[src/rtl/mdrop_rx_pkg.sv]
package mdrop_rx_pkg;
  localparam int WORD_W = 9;

  typedef enum logic [2:0] {
    ST_IDLE,
    ST_START,
    ST_DATA,
    ST_TYPE,
    ST_STOP
  } rx_state_e;

  typedef struct packed {
    logic              ferr;
    logic              typ;
    logic [WORD_W-1:0] word;
  } rx_entry_t;
endpackage

[src/rtl/mdrop_rx_vote.sv]
module mdrop_rx_vote #(
  parameter int OSR   = 16,
  parameter int CNT_W = $clog2(OSR)
) (
  input  logic             clk,
  input  logic             rst_n,
  input  logic             tick,
  input  logic [CNT_W-1:0] cnt,
  input  logic             rxd,
  output logic             vote
);
  localparam logic [CNT_W-1:0] MID_LO = CNT_W'(OSR/2 - 1);
  localparam logic [CNT_W-1:0] MID_HI = CNT_W'(OSR/2 + 1);

  logic [2:0] smp_q, smp_d;

  always_comb begin
    smp_d = smp_q;
    if (tick && (cnt >= MID_LO) && (cnt <= MID_HI)) begin
      smp_d = {smp_q[1:0], rxd};
    end
  end

  always_ff @(posedge clk or negedge rst_n) begin
    if (!rst_n) smp_q <= 3'b111;
    else        smp_q <= smp_d;
  end

  // two of three
  assign vote = (smp_q[0] & smp_q[1]) | (smp_q[0] & smp_q[2]) | (smp_q[1] & smp_q[2]);
endmodule

[src/rtl/mdrop_rx_framer.sv]
module mdrop_rx_framer
  import mdrop_rx_pkg::*;
#(
  parameter int OSR   = 16,
  parameter int CNT_W = $clog2(OSR)
) (
  input  logic              clk,
  input  logic              rst_n,
  input  logic              tick,
  input  logic              rxd,
  input  logic [2:0]        char_sel,
  input  logic              vote,
  output logic [CNT_W-1:0]  cnt,
  output logic              done,
  output logic [WORD_W-1:0] word,
  output logic              typ,
  output logic              ferr
);
  localparam logic [CNT_W-1:0] CNT_LAST = CNT_W'(OSR - 1);

  rx_state_e         state_q, state_d;
  logic [CNT_W-1:0]  cnt_q, cnt_d;
  logic [3:0]        idx_q, idx_d;
  logic [3:0]        last_q, last_d;
  logic              nine_q, nine_d;
  logic [WORD_W-1:0] shreg_q, shreg_d;
  logic              typ_q, typ_d;
  logic              ferr_q, ferr_d;
  logic              done_q, done_d;
  logic              slot_end;

  assign slot_end = tick && (cnt_q == CNT_LAST);

  always_comb begin
    state_d = state_q;
    cnt_d   = cnt_q;
    idx_d   = idx_q;
    last_d  = last_q;
    nine_d  = nine_q;
    shreg_d = shreg_q;
    typ_d   = typ_q;
    ferr_d  = ferr_q;
    done_d  = 1'b0;
    if (tick) cnt_d = (cnt_q == CNT_LAST) ? '0 : cnt_q + CNT_W'(1);
    unique case (state_q)
      ST_IDLE: begin
        cnt_d = '0;
        if (tick && !rxd) begin
          state_d = ST_START;
          cnt_d   = CNT_W'(1);
          shreg_d = '0;
          nine_d  = (char_sel >= 3'd4);
          last_d  = (char_sel >= 3'd4) ? 4'd8 : (4'(char_sel) + 4'd4);
        end
      end
      ST_START: begin
        if (slot_end) begin
          state_d = vote ? ST_IDLE : ST_DATA;
          idx_d   = '0;
        end
      end
      ST_DATA: begin
        if (slot_end) begin
          shreg_d[idx_q] = vote;
          if (idx_q == last_q) begin
            if (nine_q) begin
              typ_d   = vote;
              state_d = ST_STOP;
            end else begin
              state_d = ST_TYPE;
            end
          end else begin
            idx_d = idx_q + 4'd1;
          end
        end
      end
      ST_TYPE: begin
        if (slot_end) begin
          typ_d   = vote;
          state_d = ST_STOP;
        end
      end
      ST_STOP: begin
        if (slot_end) begin
          ferr_d  = !vote;
          done_d  = 1'b1;
          state_d = ST_IDLE;
        end
      end
      default: state_d = ST_IDLE;
    endcase
  end

  always_ff @(posedge clk or negedge rst_n) begin
    if (!rst_n) begin
      state_q <= ST_IDLE;
      cnt_q   <= '0;
      idx_q   <= '0;
      last_q  <= 4'd7;
      nine_q  <= 1'b0;
      shreg_q <= '0;
      typ_q   <= 1'b0;
      ferr_q  <= 1'b0;
      done_q  <= 1'b0;
    end else begin
      state_q <= state_d;
      cnt_q   <= cnt_d;
      idx_q   <= idx_d;
      last_q  <= last_d;
      nine_q  <= nine_d;
      shreg_q <= shreg_d;
      typ_q   <= typ_d;
      ferr_q  <= ferr_d;
      done_q  <= done_d;
    end
  end

  assign cnt  = cnt_q;
  assign done = done_q;
  assign word = shreg_q;
  assign typ  = typ_q;
  assign ferr = ferr_q;
endmodule

[src/rtl/mdrop_rx_fifo.sv]
module mdrop_rx_fifo #(
  parameter int DEPTH = 2,
  parameter int W     = 11,
  parameter int PTR_W = (DEPTH > 1) ? $clog2(DEPTH) : 1,
  parameter int CNT_W = $clog2(DEPTH + 1)
) (
  input  logic             clk,
  input  logic             rst_n,
  input  logic             push,
  input  logic [W-1:0]     din,
  input  logic             pop,
  output logic [W-1:0]     dout,
  output logic             empty,
  output logic             full,
  output logic [CNT_W-1:0] fill
);
  localparam logic [PTR_W-1:0] PTR_LAST = PTR_W'(DEPTH - 1);
  localparam logic [CNT_W-1:0] CNT_FULL = CNT_W'(DEPTH);

  logic [W-1:0]     mem_q [DEPTH];
  logic [PTR_W-1:0] wr_q, wr_d, rd_q, rd_d;
  logic [CNT_W-1:0] fill_q, fill_d;

  for (genvar i = 0; i < DEPTH; i++) begin : g_slot
    logic wr_en;
    assign wr_en = push && (wr_q == PTR_W'(i));
    always_ff @(posedge clk) begin
      if (wr_en) mem_q[i] <= din;
    end
  end

  always_comb begin
    wr_d   = wr_q;
    rd_d   = rd_q;
    fill_d = fill_q;
    if (push) wr_d = (wr_q == PTR_LAST) ? '0 : wr_q + PTR_W'(1);
    if (pop)  rd_d = (rd_q == PTR_LAST) ? '0 : rd_q + PTR_W'(1);
    if (push && !pop)      fill_d = fill_q + CNT_W'(1);
    else if (pop && !push) fill_d = fill_q - CNT_W'(1);
  end

  always_ff @(posedge clk or negedge rst_n) begin
    if (!rst_n) begin
      wr_q   <= '0;
      rd_q   <= '0;
      fill_q <= '0;
    end else begin
      wr_q   <= wr_d;
      rd_q   <= rd_d;
      fill_q <= fill_d;
    end
  end

  assign dout  = mem_q[rd_q];
  assign empty = (fill_q == '0);
  assign full  = (fill_q == CNT_FULL);
  assign fill  = fill_q;
endmodule

[src/rtl/mdrop_rx.sv]
module mdrop_rx
  import mdrop_rx_pkg::*;
#(
  parameter int OSR         = 16,
  parameter int FIFO_DEPTH  = 2,
  parameter int SYNC_STAGES = 2
) (
  input  logic              clk,
  input  logic              rst_n,
  input  logic              rxd,
  input  logic              os_tick,
  input  logic [2:0]        char_sel,
  input  logic              filt_en,
  input  logic              rd_en,
  output logic [WORD_W-1:0] rx_word,
  output logic              rx_type,
  output logic              rx_avail,
  output logic              frame_err,
  output logic              overrun
);
  localparam int CNT_W  = $clog2(OSR);
  localparam int ENT_W  = $bits(rx_entry_t);
  localparam int FILL_W = $clog2(FIFO_DEPTH + 1);

  // reset: asserted at once, released on a clock edge
  logic [1:0] rst_pipe_q;
  logic       rst_sync_n;
  always_ff @(posedge clk or negedge rst_n) begin
    if (!rst_n) rst_pipe_q <= 2'b00;
    else        rst_pipe_q <= {rst_pipe_q[0], 1'b1};
  end
  assign rst_sync_n = rst_pipe_q[1];

  // line synchronizer
  logic [SYNC_STAGES-1:0] sync_q;
  always_ff @(posedge clk or negedge rst_sync_n) begin
    if (!rst_sync_n) sync_q <= '1;
    else             sync_q <= {sync_q[SYNC_STAGES-2:0], rxd};
  end

  logic              line_s;
  logic [CNT_W-1:0]  fr_cnt;
  logic              fr_vote;
  logic              fr_done;
  logic [WORD_W-1:0] fr_word;
  logic              fr_typ;
  logic              fr_ferr;
  assign line_s = sync_q[SYNC_STAGES-1];

  mdrop_rx_vote #(.OSR(OSR), .CNT_W(CNT_W)) u_vote (
    .clk  (clk),
    .rst_n(rst_sync_n),
    .tick (os_tick),
    .cnt  (fr_cnt),
    .rxd  (line_s),
    .vote (fr_vote)
  );

  mdrop_rx_framer #(.OSR(OSR), .CNT_W(CNT_W)) u_framer (
    .clk     (clk),
    .rst_n   (rst_sync_n),
    .tick    (os_tick),
    .rxd     (line_s),
    .char_sel(char_sel),
    .vote    (fr_vote),
    .cnt     (fr_cnt),
    .done    (fr_done),
    .word    (fr_word),
    .typ     (fr_typ),
    .ferr    (fr_ferr)
  );

  // filter and buffer admission
  logic              accept, rd_go, push, drop;
  logic              fifo_empty, fifo_full;
  logic [FILL_W-1:0] fill;
  rx_entry_t         ent_in, ent_out;
  logic              ovr_q, ovr_d;

  assign accept = fr_done && (!filt_en || fr_typ);
  assign rd_go  = rd_en && !fifo_empty;
  assign push   = accept && (!fifo_full || rd_go);
  assign drop   = accept && fifo_full && !rd_go;
  assign ent_in = '{ferr: fr_ferr, typ: fr_typ, word: fr_word};

  mdrop_rx_fifo #(.DEPTH(FIFO_DEPTH), .W(ENT_W)) u_fifo (
    .clk  (clk),
    .rst_n(rst_sync_n),
    .push (push),
    .din  (ent_in),
    .pop  (rd_go),
    .dout (ent_out),
    .empty(fifo_empty),
    .full (fifo_full),
    .fill (fill)
  );

  always_comb begin
    ovr_d = ovr_q;
    if (drop)       ovr_d = 1'b1;
    else if (rd_go) ovr_d = 1'b0;
  end

  always_ff @(posedge clk or negedge rst_sync_n) begin
    if (!rst_sync_n) ovr_q <= 1'b0;
    else             ovr_q <= ovr_d;
  end

  assign rx_word   = ent_out.word;
  assign rx_type   = ent_out.typ;
  assign frame_err = ent_out.ferr;
  assign rx_avail  = !fifo_empty;
  assign overrun   = ovr_q;
endmodule

[config.mk]
export PLATFORM = sky130hd
export DESIGN_NAME = mdrop_rx
export DESIGN_NICKNAME = d
export VERILOG_FILES = /design/src/rtl/mdrop_rx_pkg.sv /design/src/rtl/mdrop_rx_vote.sv /design/src/rtl/mdrop_rx_framer.sv /design/src/rtl/mdrop_rx_fifo.sv /design/src/rtl/mdrop_rx.sv
export SDC_FILE = /design/constraint.sdc
export NUM_CORES = 1
export LEC_CHECK = 0
export ABC_AREA = 1
export ABC_CLOCK_PERIOD_IN_PS = 2700
export BUFFER_PORTS_ARGS = -buffer_cell sky130_fd_sc_hd__buf_2
export CORE_MARGIN = 1.5
export CORE_UTILIZATION = 35
export CTS_BUF_LIST = sky130_fd_sc_hd__clkbuf_2
export DETAILED_ROUTE_END_ITERATION = 10
export SETUP_SLACK_MARGIN = 0.4
export SLEW_MARGIN = 25
export SYNTH_ARGS = -nofsm -noshare
export SYNTH_HDL_FRONTEND = slang
export SYNTH_SLANG_ARGS = --single-unit
[constraint.sdc]
create_clock -name clk -period 2.7 [get_ports clk]
set_clock_uncertainty 0.05 [all_clocks]
set_input_delay 0.27 -clock clk [delete_from_list [all_inputs] [get_ports clk]]
set_output_delay 0.27 -clock clk [all_outputs]
set_load 0.02 [all_outputs]
* Word-level counts from Yosys, hierarchy flattened
Memory sizes are Yosys's and may differ from the RTL's. Cells that the tools add are included.
Operators by class: add/subtract/negate cells 7, magnitude comparators 5, equality and inequality tests 15, multiplexer cells 44, bitwise operators 6, reduce and logical (&&, ||, !) cells 38
Operator list (number):
- $mux 4 | 7
- $mux 3 | 7
- $mux 1 | 18
- $mux 9 | 2
- $pmux 9 s2 | 1
- $pmux 3 s5 | 1
- $logic_and 1x1->1 | 14
- $ne 2x1->1 const B | 7
- $reduce_bool 2->1 | 6
- $mux 11 | 1
- $reduce_or 11->1 | 1
- $bwmux 9 | 1
- $add 4x1->4 const B | 2
- $pmux 4 s2 | 1
- $logic_not 1->1 | 7
- $eq 3x2->1 const B | 2
- $mux 2 | 3
- $reduce_and 6->1 | 1
- $lt 4x5->1 const B | 1
- $reduce_and 5->1 | 1
- $add 3x3->4 const B | 1
- $demux 1 s4 | 1
- $eq 4x4->1 | 1
- $eq 4x4->1 const B | 1
- 21 further kinds | 27
Storage, ports and cells: bits in registers 40, memory bits (writable) 22, input port bits 9, output and inout port bits 13, logic and storage cells 132, memories 1
Memory list:
- u_fifo.mem_q | words 2, bits a word 11, rd ports 1, clocked after memory_dff 0, wr ports 1, RTL line mdrop_rx_fifo.sv:20 | logic [W-1:0] mem_q [DEPTH];

* Depth between registers and ports, before layout
Gate-level depths: netlist of the first run.
depth in word-level cells 10, gate-level depth with buffers 10, mapped depth without buffers 9

* Cells and area by module
From an unflattened synthesis of the first run, not the netlist that was laid out.
Unflattened totals: cells, all modules 295, area, all modules 2946.6 µm²
By module, submodules not included:
- mdrop_rx_framer | instances 1, cells each 198, area each 1556.5 µm², seq. area each 679.4 µm²
- mdrop_rx_fifo | instances 1, cells each 59, area each 1036.0 µm², seq. area each 760.7 µm²
- mdrop_rx | instances 1, cells each 18, area each 188.9 µm², seq. area each 127.6 µm²
- mdrop_rx_vote | instances 1, cells each 20, area each 165.2 µm², seq. area each 78.8 µm²

* Least setup slack after synthesis of the first run
No wires, ideal clock.
kind reg-to-reg, start point register u_fifo.fill_q[0] (netlist: u_fifo.fill[0]), end point register u_fifo.fill_q[1] (netlist: u_fifo.fill[1]), library setup time 131 ps, arrival time 1450 ps, data required time 2519 ps, slack 1069 ps, cell stages (with the launch flop) 7, buffers on the path 0, clock period less this slack 1631 ps, cell sequence dfrtp_1 -> o31ai_1 -> inv_1 -> ha_1 -> a21oi_1 -> o21ai_0 -> xor2_1
Between the ends: longest elaborated chain between the ends 8, elaborated cells on any way between the ends 16, those cells by class add/sub: 2; eq/ne: 1; mux: 2; reduce/logical: 11
RTL lines:
- from (decl) | RTL line mdrop_rx_fifo.sv:22 | logic [CNT_W-1:0] fill_q, fill_d;
- from (signal assigned) | RTL line mdrop_rx_fifo.sv:50 | fill_q <= fill_d;
- $logic_not 2->1 | RTL line mdrop_rx_fifo.sv:55 | assign empty = (fill_q == '0);
- $logic_not 1->1 | RTL line mdrop_rx.sv:81 | assign rd_go = rd_en && !fifo_empty;
- $logic_and 1x1->1 | RTL line mdrop_rx.sv:81
- $logic_or 1x1->1 | RTL line mdrop_rx.sv:82 | assign push = accept && (!fifo_full || rd_go);
- $logic_and 1x1->1 | RTL line mdrop_rx.sv:82
- $logic_not 1->1 | RTL line mdrop_rx_fifo.sv:39 | else if (pop && !push) fill_d = fill_q - CNT_W'(1);
- $logic_and 1x1->1 | RTL line mdrop_rx_fifo.sv:39
- $reduce_bool 2->1 (no source line)
Parallel ways exist; a longest one is shown, timed or not. The select of a mux whose other input is x is not followed. A chain may end at the register's enable or synchronous reset.

* Worst setup path in the final report of the first run
start point register u_fifo.rd_q, end point output port frame_err
Between the ends: longest elaborated chain between the ends 1
RTL lines:
- from (decl) | RTL line mdrop_rx_fifo.sv:21 | logic [PTR_W-1:0] wr_q, wr_d, rd_q, rd_d;
- from (signal assigned) | RTL line mdrop_rx_fifo.sv:49 | rd_q <= rd_d;
- $mem_v2 2x11
- to (decl) | RTL line mdrop_rx.sv:18 | output logic frame_err,
Every way passes these cells.

==> results.yml, run 1 <==
power_and_ir_drop:
  p_leak_nw: 1.624
  combPwrFrac_pct: 33.9
  p_int_w: 0.001791
  power_w: 0.002974
  cellPowerDensity_nw_per_um2: 881.0
  peakVddDrop_uv: 389.7
  p_sw_w: 0.001183
  p_seq_share_pct: 44.2
  p_clk_share_pct: 21.9
  swShare_pct: 39.77
floorplanning:
  fp-row-count: 33
  core-area_um2: 8134
  initial_utilization_pct: 35.84
  dieArea_um2: 8886
  io_pins: 22
  dieHeight_um: 94.27
  chipWidth_um: 94.27
min_path:
  hp-class: "input port to flip-flop"
  min_from: "char_sel[2]"
  worstHoldPathCells: 4
  hold_end: "u_framer.last_q[2]$_DFFE_PN1P_"
yosys:
  synth_top_area_share_pct: 26.61
  syn-instance-count: 320
  synth_cell_type_count: 33
  synth_top_family_by_area: "simple AND/OR/NAND/NOR gates"
  synth_compound_area_share_pct: 8.927
  yosys_warnings: 0
  synth_xor_area_share_pct: 1.202
  synth_seq_cells: 61
  synthSimpleGateAreaFrac_pct: 23.00
  synth_fa_ha_area_share_pct: 3.433
  syn_avg_cell_area_um2: 9.110
  seq_area_frac_synth_pct: 56.48
  synth_area_leaders: "dfrtp_1 (27%), edfxtp_1 (23%), nand2_1 (12%)"
  syn_area_um2: 2915
  synth_edf_count: 22
  synth_ff_type: "dfrtp_1"
  syn-num-nets: 337
  synth_mux_area_share_pct: 0
  synth-async-reset-ratio_pct: 63.93
  yosysTopAreaCell: "dfrtp_1"
final_layout:
  nets: 377
  drive_gt1_share_pct: 18.63
  insertedDiodeCount: 0
  syn_to_final_growth_pct: 15.79
critical_path:
  crit_arrival_ns: 1.65
  reg2reg_to: "u_framer.last_q[1]$_DFFE_PN1P_"
  cp_cell_sequence: "inv_1 > nand2_1 > nand2_1 > buf_2"
  critical_path.max_stage_delay_ns: 0.53
  rr_worst_depth: 8
  cp_slowest_cell: "dfrtp_2"
  worstPathRequired_ns: 2.38
  start_kind: "flip-flop"
  rrSetupSlack_ns: 0.78
  endpoint_kind: "primary output"
  crit_path_frequent_cell: "nand2_1"
  worst-path-max-fanout: 12
  reg2reg_from: "u_framer.state_q[1]$_DFFE_PN0P_"
  path_class: "flip-flop to primary output"
timing:
  maxSlewViolCount: 0
  max_clock_freq_mhz: 506.3
  setup_violations: 0
  timing.final.crit_share_pct: 73.15
  min_period_ns: 1.975
  setup_tns_ns: 0
  rsz0062_at_grt: "no"
  finalHoldViolations: 0
grt:
  globalRouteOverflowTotal: 0
  grt_pass1_vias: 2015
  grt_antenna_before_repair: 0
  track_usage_pct: 13.49
  grt_pass1_wl_um: 9094
  grt_max_degree: 38
detailed_routing:
  firstDrtPassIters: 4
  drt_iter0_drc: 104
  drt.antenna.violating_nets: 0
  top_layer_used: "met4"
  wl_met1_um: 2533
  routed-wl-met2_um: 2444
  drc: 0
  post_drt_wl_per_cell_um: 11.17
  finalWirelength_um: 5252
  num_vias: 2144
  drt-vias-per-instance: 4.562
  met3_length_um: 228
cts:
  clk_pin_slew_worst_paths_ns: 0.18
  clkSinkCount: 61
  tritoncts: "done"
  cts_htree_levels: 3
  cts_made_buffers: 9
  cts_buffer_depth: 2
  worstSkewPairLatency_ns: 0.48
  root_buffer: "clkbuf_2"
place:
  place_congestion: 0.8015
  place.port_buffers: 21
  dp_hpwl_um: 3679
run_status:
  outcome: "complete, no violations"
run:
  cap_violations: 0
-- worst max-delay path, delay by kind of cell (launching register included) --
family	cells	cell delay, ns
buffers and inverters	2	0.48
and+or+nand+nor	2	0.17
DFF	1	0.53
-- metrics by stage --
step	std cells	util, %	hold slack (ns)	instance area, um2	worst slack (ns)
3_5_place_dp	445	38.70	0.008033	3148	0.9377
6_report	470	41.50	0.05041	3376	0.7251
2_1_floorplan	320	-	-0.07559	2915	1.069
4_1_cts	470	41.49	0.002054	3374	0.5583
5_1_grt	470	41.50	0.01088	3376	0.4767
3_3_place_gp	445	38.70	0.005284	3148	1.013
-- cell usage after synthesis, types with 2 or more instances --
cell type,number
a21oi_1,6
a21oi_2,3
o21ai_0,16
o21ai_2,3
o21ai_1,10
nand2_2,3
ha_1,8
dfstp_2,8
nand4_1,8
xor2_1,3
nand3_1,15
nand2_4,3
clkbuf_1,2
a31oi_1,3
nor2_1,23
inv_2,4
inv_1,42
dfrtp_1,31
nand2_1,94
edfxtp_1,22
-- flip-flops by register name, summed over array words and instances (netlist names) --
name / cells
u_framer.done: 1
u_framer.typ: 1
u_framer.cnt: 4
u_framer.state_q: 3
u_fifo.mem_q: 22
u_framer.idx_q: 4
u_fifo.rd_q: 1
u_fifo.fill: 2
rst_pipe_q: 2
sync_q: 2
u_framer.ferr: 1
u_framer.word: 9
u_framer.nine_q: 1
overrun: 1
u_vote.smp_q: 3
u_fifo.wr_q: 1
u_framer.last_q: 3
-- layer usage --
layer	global-route usage [%]	vias to the layer above
met4	4.478	0
met3	5.421	4
li1	-	1116
met2	22.06	36
met1	16.08	988
met5	0	-
-- cells in the final DEF (no fill, tap or decap), types with 2 or more instances in the layout --
cell type / instances
nand2_4: 3
clkbuf_2: 10
xor2_1: 3
nand4_1: 8
dfrtp_1: 30
a31oi_1: 3
nand2_2: 3
inv_2: 4
nand3_1: 15
buf_4: 3
edfxtp_1: 22
a21oi_1: 6
a21oi_2: 3
o21ai_2: 3
o21ai_1: 10
ha_1: 8
dfstp_2: 8
nand2_1: 94
inv_1: 42
nor2_1: 23
buf_2: 21
bufinv_16: 2
dlygate4sd3_1: 9
o21ai_0: 16
-- worst max path at each step --
stage	startpoint	cells after the start	endpoint
floorplan	u_fifo.fill[0]$_DFFE_PN0P_	6	u_fifo.fill[1]$_DFFE_PN0P_
global placement	u_fifo.fill[0]$_DFFE_PN0P_	6	u_fifo.fill[1]$_DFFE_PN0P_
detailed placement	u_fifo.fill[0]$_DFFE_PN0P_	6	u_fifo.fill[1]$_DFFE_PN0P_
CTS	u_fifo.rd_q$_DFFE_PN0N_	4	frame_err
global route	u_fifo.rd_q$_DFFE_PN0N_	4	rx_word[5]
finish	u_fifo.rd_q$_DFFE_PN0N_	4	frame_err
-- cells by family after synthesis --
| logic type | count (synthesis) |
|---|---|
| AND/OR/NAND/NOR | 151 |
| buffers and inverters | 50 |
| adder cells (fa/ha/maj) | 8 |
| AO/OA/AOI/OAI | 45 |
| other | 1 |
| XOR/XNOR | 4 |
| flip-flops | 61 |
-- layout make-up --
cell class,instances,area [um2]
Fill cell,798,4758
Clock buffer,10,50.05
Inverter,46,172.7
Timing Repair Buffer,33,217.7
Clock inverter,6,86.33
Multi-Input combinational cell,209,1070
Tap cell,105,131.4
Sequential cell,61,1648
-- power groups by stage --
stage	Combinational (W)	Clock [W]	Sequential, W
final	0.00101	0.000652	0.00131
after global routing	0.00118	0.000726	0.00134
after CTS	0.00102	0.000682	0.00131
after detailed placement	0.00101	0	0.00133
after global placement	0.000987	0	0.00133
after floorplan	0.000813	0	0.00129
-- timing repair --
item | 4_1_cts | 5_1_grt
endpoints found under the hold margin | 7 | 0
resized for setup | 0 | 1
endpoints found under the setup margin | 0 | 6
hold buffers | 9 | 0
setup buffers | 0 | 0
No activity file was read; power rests on OpenSTA's default activity.
==> inputs of run 2 (changes only) <==
--- a/config.mk
+++ b/config.mk
@@ -5,8 +5,8 @@
 export SDC_FILE = /design/constraint.sdc
 export NUM_CORES = 1
 export LEC_CHECK = 0
-export ABC_AREA = 1
-export ABC_CLOCK_PERIOD_IN_PS = 2700
+export ABC_AREA = 0
+export ABC_CLOCK_PERIOD_IN_PS = 2000
 export BUFFER_PORTS_ARGS = -buffer_cell sky130_fd_sc_hd__buf_2
 export CORE_MARGIN = 1.5
 export CORE_UTILIZATION = 35
==> constraint.sdc (replaced) <==
create_clock -name clk -period 2 [get_ports clk]
set_clock_uncertainty 0.05 [all_clocks]
set_input_delay 0.2 -clock clk [delete_from_list [all_inputs] [get_ports clk]]
set_output_delay 0.2 -clock clk [all_outputs]
set_load 0.02 [all_outputs]
==> run 2 against run 1 <==
Area after synthesis grew 0.47%. Sequential power up 27%. Final area increased by 16%. First-iteration DRC count is 8.7% higher. Sequential cell count stayed put. Final cell count shrank 11%. Global-route usage is 0.17 points lower. Sequential share of layout area down 6.7 points. Total power grew 41%. Setup slack lost 0.47 ns. Critical path depth shrank 1. Wire length is 9.0% higher. Largest cell class unchanged. Largest power group is now combinational logic.
==> results.yml, run 2 <==
cts:
  root_buffer: "clkbuf_2"
  tritoncts: "done"
  worstSkewPairLatency_ns: 0.47
  clk_pin_slew_worst_paths_ns: 0.18
  cts_htree_levels: 3
  cts_made_buffers: 9
  clkSinkCount: 61
  cts_buffer_depth: 2
yosys:
  syn-instance-count: 239
  syn_avg_cell_area_um2: 12.26
  synth_seq_cells: 61
  synth_ff_type: "dfrtp_1"
  synthSimpleGateAreaFrac_pct: 13.33
  synth_xor_area_share_pct: 3.246
  yosysMostFrequentCell: "dfrtp_1"
  syn-num-nets: 256
  synth_top_area_share_pct: 26.48
  yosysTopAreaCell: "dfrtp_1"
  synth_top_family_by_area: "simple AND/OR/NAND/NOR gates"
  seq_area_frac_synth_pct: 56.22
  synth_fa_ha_area_share_pct: 3.759
  yosys_warnings: 0
  synth-async-reset-ratio_pct: 63.93
  synth_area_leaders: "dfrtp_1 (26%), edfxtp_1 (23%), dfstp_2 (7.2%)"
  synth_cell_type_count: 53
  synth_edf_count: 22
  syn_area_um2: 2929
  synth_compound_area_share_pct: 12.52
  synth_commonest_cells: "dfrtp_1 (31), edfxtp_1 (22), mux2_2 (16)"
  synth_mux_area_share_pct: 7.176
grt:
  grt_pass1_wl_um: 9177
  grt_antenna_before_repair: 0
  track_usage_pct: 13.33
  globalRouteOverflowTotal: 0
  grt_pass1_vias: 1956
  grt_max_degree: 34
final_layout:
  layout_common_cells: "buf_4 (30), dfrtp_1 (26), edfxtp_1 (22)"
  drive_gt1_share_pct: 46.50
  register_area_um2: 1653
  fin_area_um2: 3921
  syn_to_final_growth_pct: 33.87
  insertedDiodeCount: 0
  fillCellCount: 759
  final_common_cell: "buf_4"
  largest_reg_flops: 22
  top_register: "u_fifo.mem_q"
  nets: 326
  multiInputGateArea_um2: 1400
timing:
  setup_violations: 0
  setup_tns_ns: 0
  hold_slack_ns: 0.04212
  timing.final.crit_share_pct: 87.01
  rsz0062_at_grt: "yes"
  max_clock_freq_mhz: 574.7
  finalHoldViolations: 0
  maxSlewViolCount: 0
  min_period_ns: 1.740
detailed_routing:
  drt-vias-per-instance: 4.938
  post_drt_wl_per_cell_um: 13.67
  drc: 0
  drt_iter0_drc: 113
  finalWirelength_um: 5726
  num_vias: 2069
  firstDrtPassIters: 4
  drt.antenna.violating_nets: 0
floorplanning:
  chipWidth_um: 94.48
  fp-row-count: 33
  core-area_um2: 8175
  initial_utilization_pct: 35.83
  io_pins: 22
  dieHeight_um: 94.48
  dieArea_um2: 8926
critical_path:
  rrSetupSlack_ns: 0.38
  crit_arrival_ns: 1.49
  reg2reg_to: "u_framer.word[1]$_DFFE_PN0P_"
  worstPathRequired_ns: 1.75
  start_kind: "flip-flop"
  endpoint_kind: "primary output"
  rr_worst_depth: 5
  path_class: "flip-flop to primary output"
  worst-path-max-fanout: 6
  reg2reg_from: "u_framer.cnt[1]$_DFFE_PN0P_"
run:
  cap_violations: 0
place:
  dp_hpwl_um: 3357
  place_area_um2: 3191
  place_congestion: 0.8047
  place.port_buffers: 21
run_status:
  outcome: "complete, no violations"
power_and_ir_drop:
  peakVddDrop_uv: 482.2
  power_w: 0.004200
  cellPowerDensity_nw_per_um2: 1071
  p_leak_nw: 1.625
min_path:
  hp-class: "flip-flop to async pin"
[run 2: cell types whose count changed in the layout (fill, tap and decap cells not counted), sizes merged, moves of 5 or more]
cell / delta
nand2: -84
o21ai: -20
a22o: +8
nand2b: +6
nor2: -11
nand3: -5
mux2: +17
a21o: +8
inv: -38
buf: +36
nand4: -6
[run 2: area by class of cell]
cell class / count / area share [%]
clock buffers: 10 / 1.276
clock inverters: 6 / 1.627
inverters: 9 / 0.9253
multi-input cells: 160 / 35.71
flip-flops and latches: 61 / 42.15
well taps: 105 / 3.350
repair buffers: 68 / 14.96
[run 2: how the worst max path moves through the flow]
| stage | start | to | slack [ns] | cells after the start |
|---|---|---|---|---|
| final | u_fifo.rd_q$_DFFE_PN0N_ | rx_word[8] | 0.26 | 3 |
| after global routing | u_fifo.rd_q$_DFFE_PN0N_ | rx_word[1] | 0.16 | 3 |
| after CTS | u_fifo.rd_q$_DFFE_PN0N_ | rx_type | 0.21 | 3 |
| after detailed placement | u_framer.cnt[0]$_DFFE_PN0P_ | u_vote.smp_q[1]$_DFFE_PN1P_ | 0.24 | 6 |
| after global placement | u_framer.cnt[0]$_DFFE_PN0P_ | u_vote.smp_q[0]$_DFFE_PN1P_ | 0.29 | 6 |
| after floorplan | u_framer.typ$_DFFE_PN0P_ | u_fifo.mem_q[1][0]$_DFFE_PP_ | 0.32 | 4 |
[run 2: power by group]
part           total (W)  leakage [nW]  internal, W  switching [W]
combinational    0.00178         0.881     0.000996       0.000782
clock           0.000750        0.0679     0.000291       0.000459
sequential       0.00167         0.676      0.00148       0.000196
[run 2: cells by family after synthesis]
family	count (synthesis)
XOR/XNOR	10
flip-flops	61
other	1
multiplexers	19
AND/OR/NAND/NOR	69
buffers and inverters	19
adder cells (fa/ha/maj)	9
AO/OA/AOI/OAI	51
[run 2: critical path, stage by stage (launching register included)]
cell and delay, ns:
dfrtp_2 0.45, buf_6 0.14, mux2_4 0.30, buf_6 0.13
[run 2: through the flow]
| stage | setup slack, ns | cells | utilization (%) |
|---|---|---|---|
| 2_1_floorplan | 0.3250 | 239 | - |
| 3_3_place_gp | 0.2865 | 366 | 39.03 |
| 3_5_place_dp | 0.2449 | 366 | 39.03 |
| 4_1_cts | 0.2059 | 409 | 45.21 |
| 5_1_grt | 0.1577 | 419 | 47.96 |
| 6_report | 0.2598 | 419 | 47.96 |
[run 2: metal layers]
layer  share of wire (%)  routed length, um  track usage (%)  vias to the layer above
met5                   0                  0                0                        -
met4                0.98                 56            5.970                        0
met3                 2.9                166            3.623                        7
met2                  51               2898            20.98                       27
met1                  45               2605            17.15                     1022
li1                    -                  -                -                     1013
[run 2: repair_timing]
action	CTS	global route
hold buffers	8	0
resized for setup	49	42
hold endpoints to repair	11	0
setup endpoints to repair	31	36
cloned	1	0
setup buffers	18	10
pin swaps	5	21
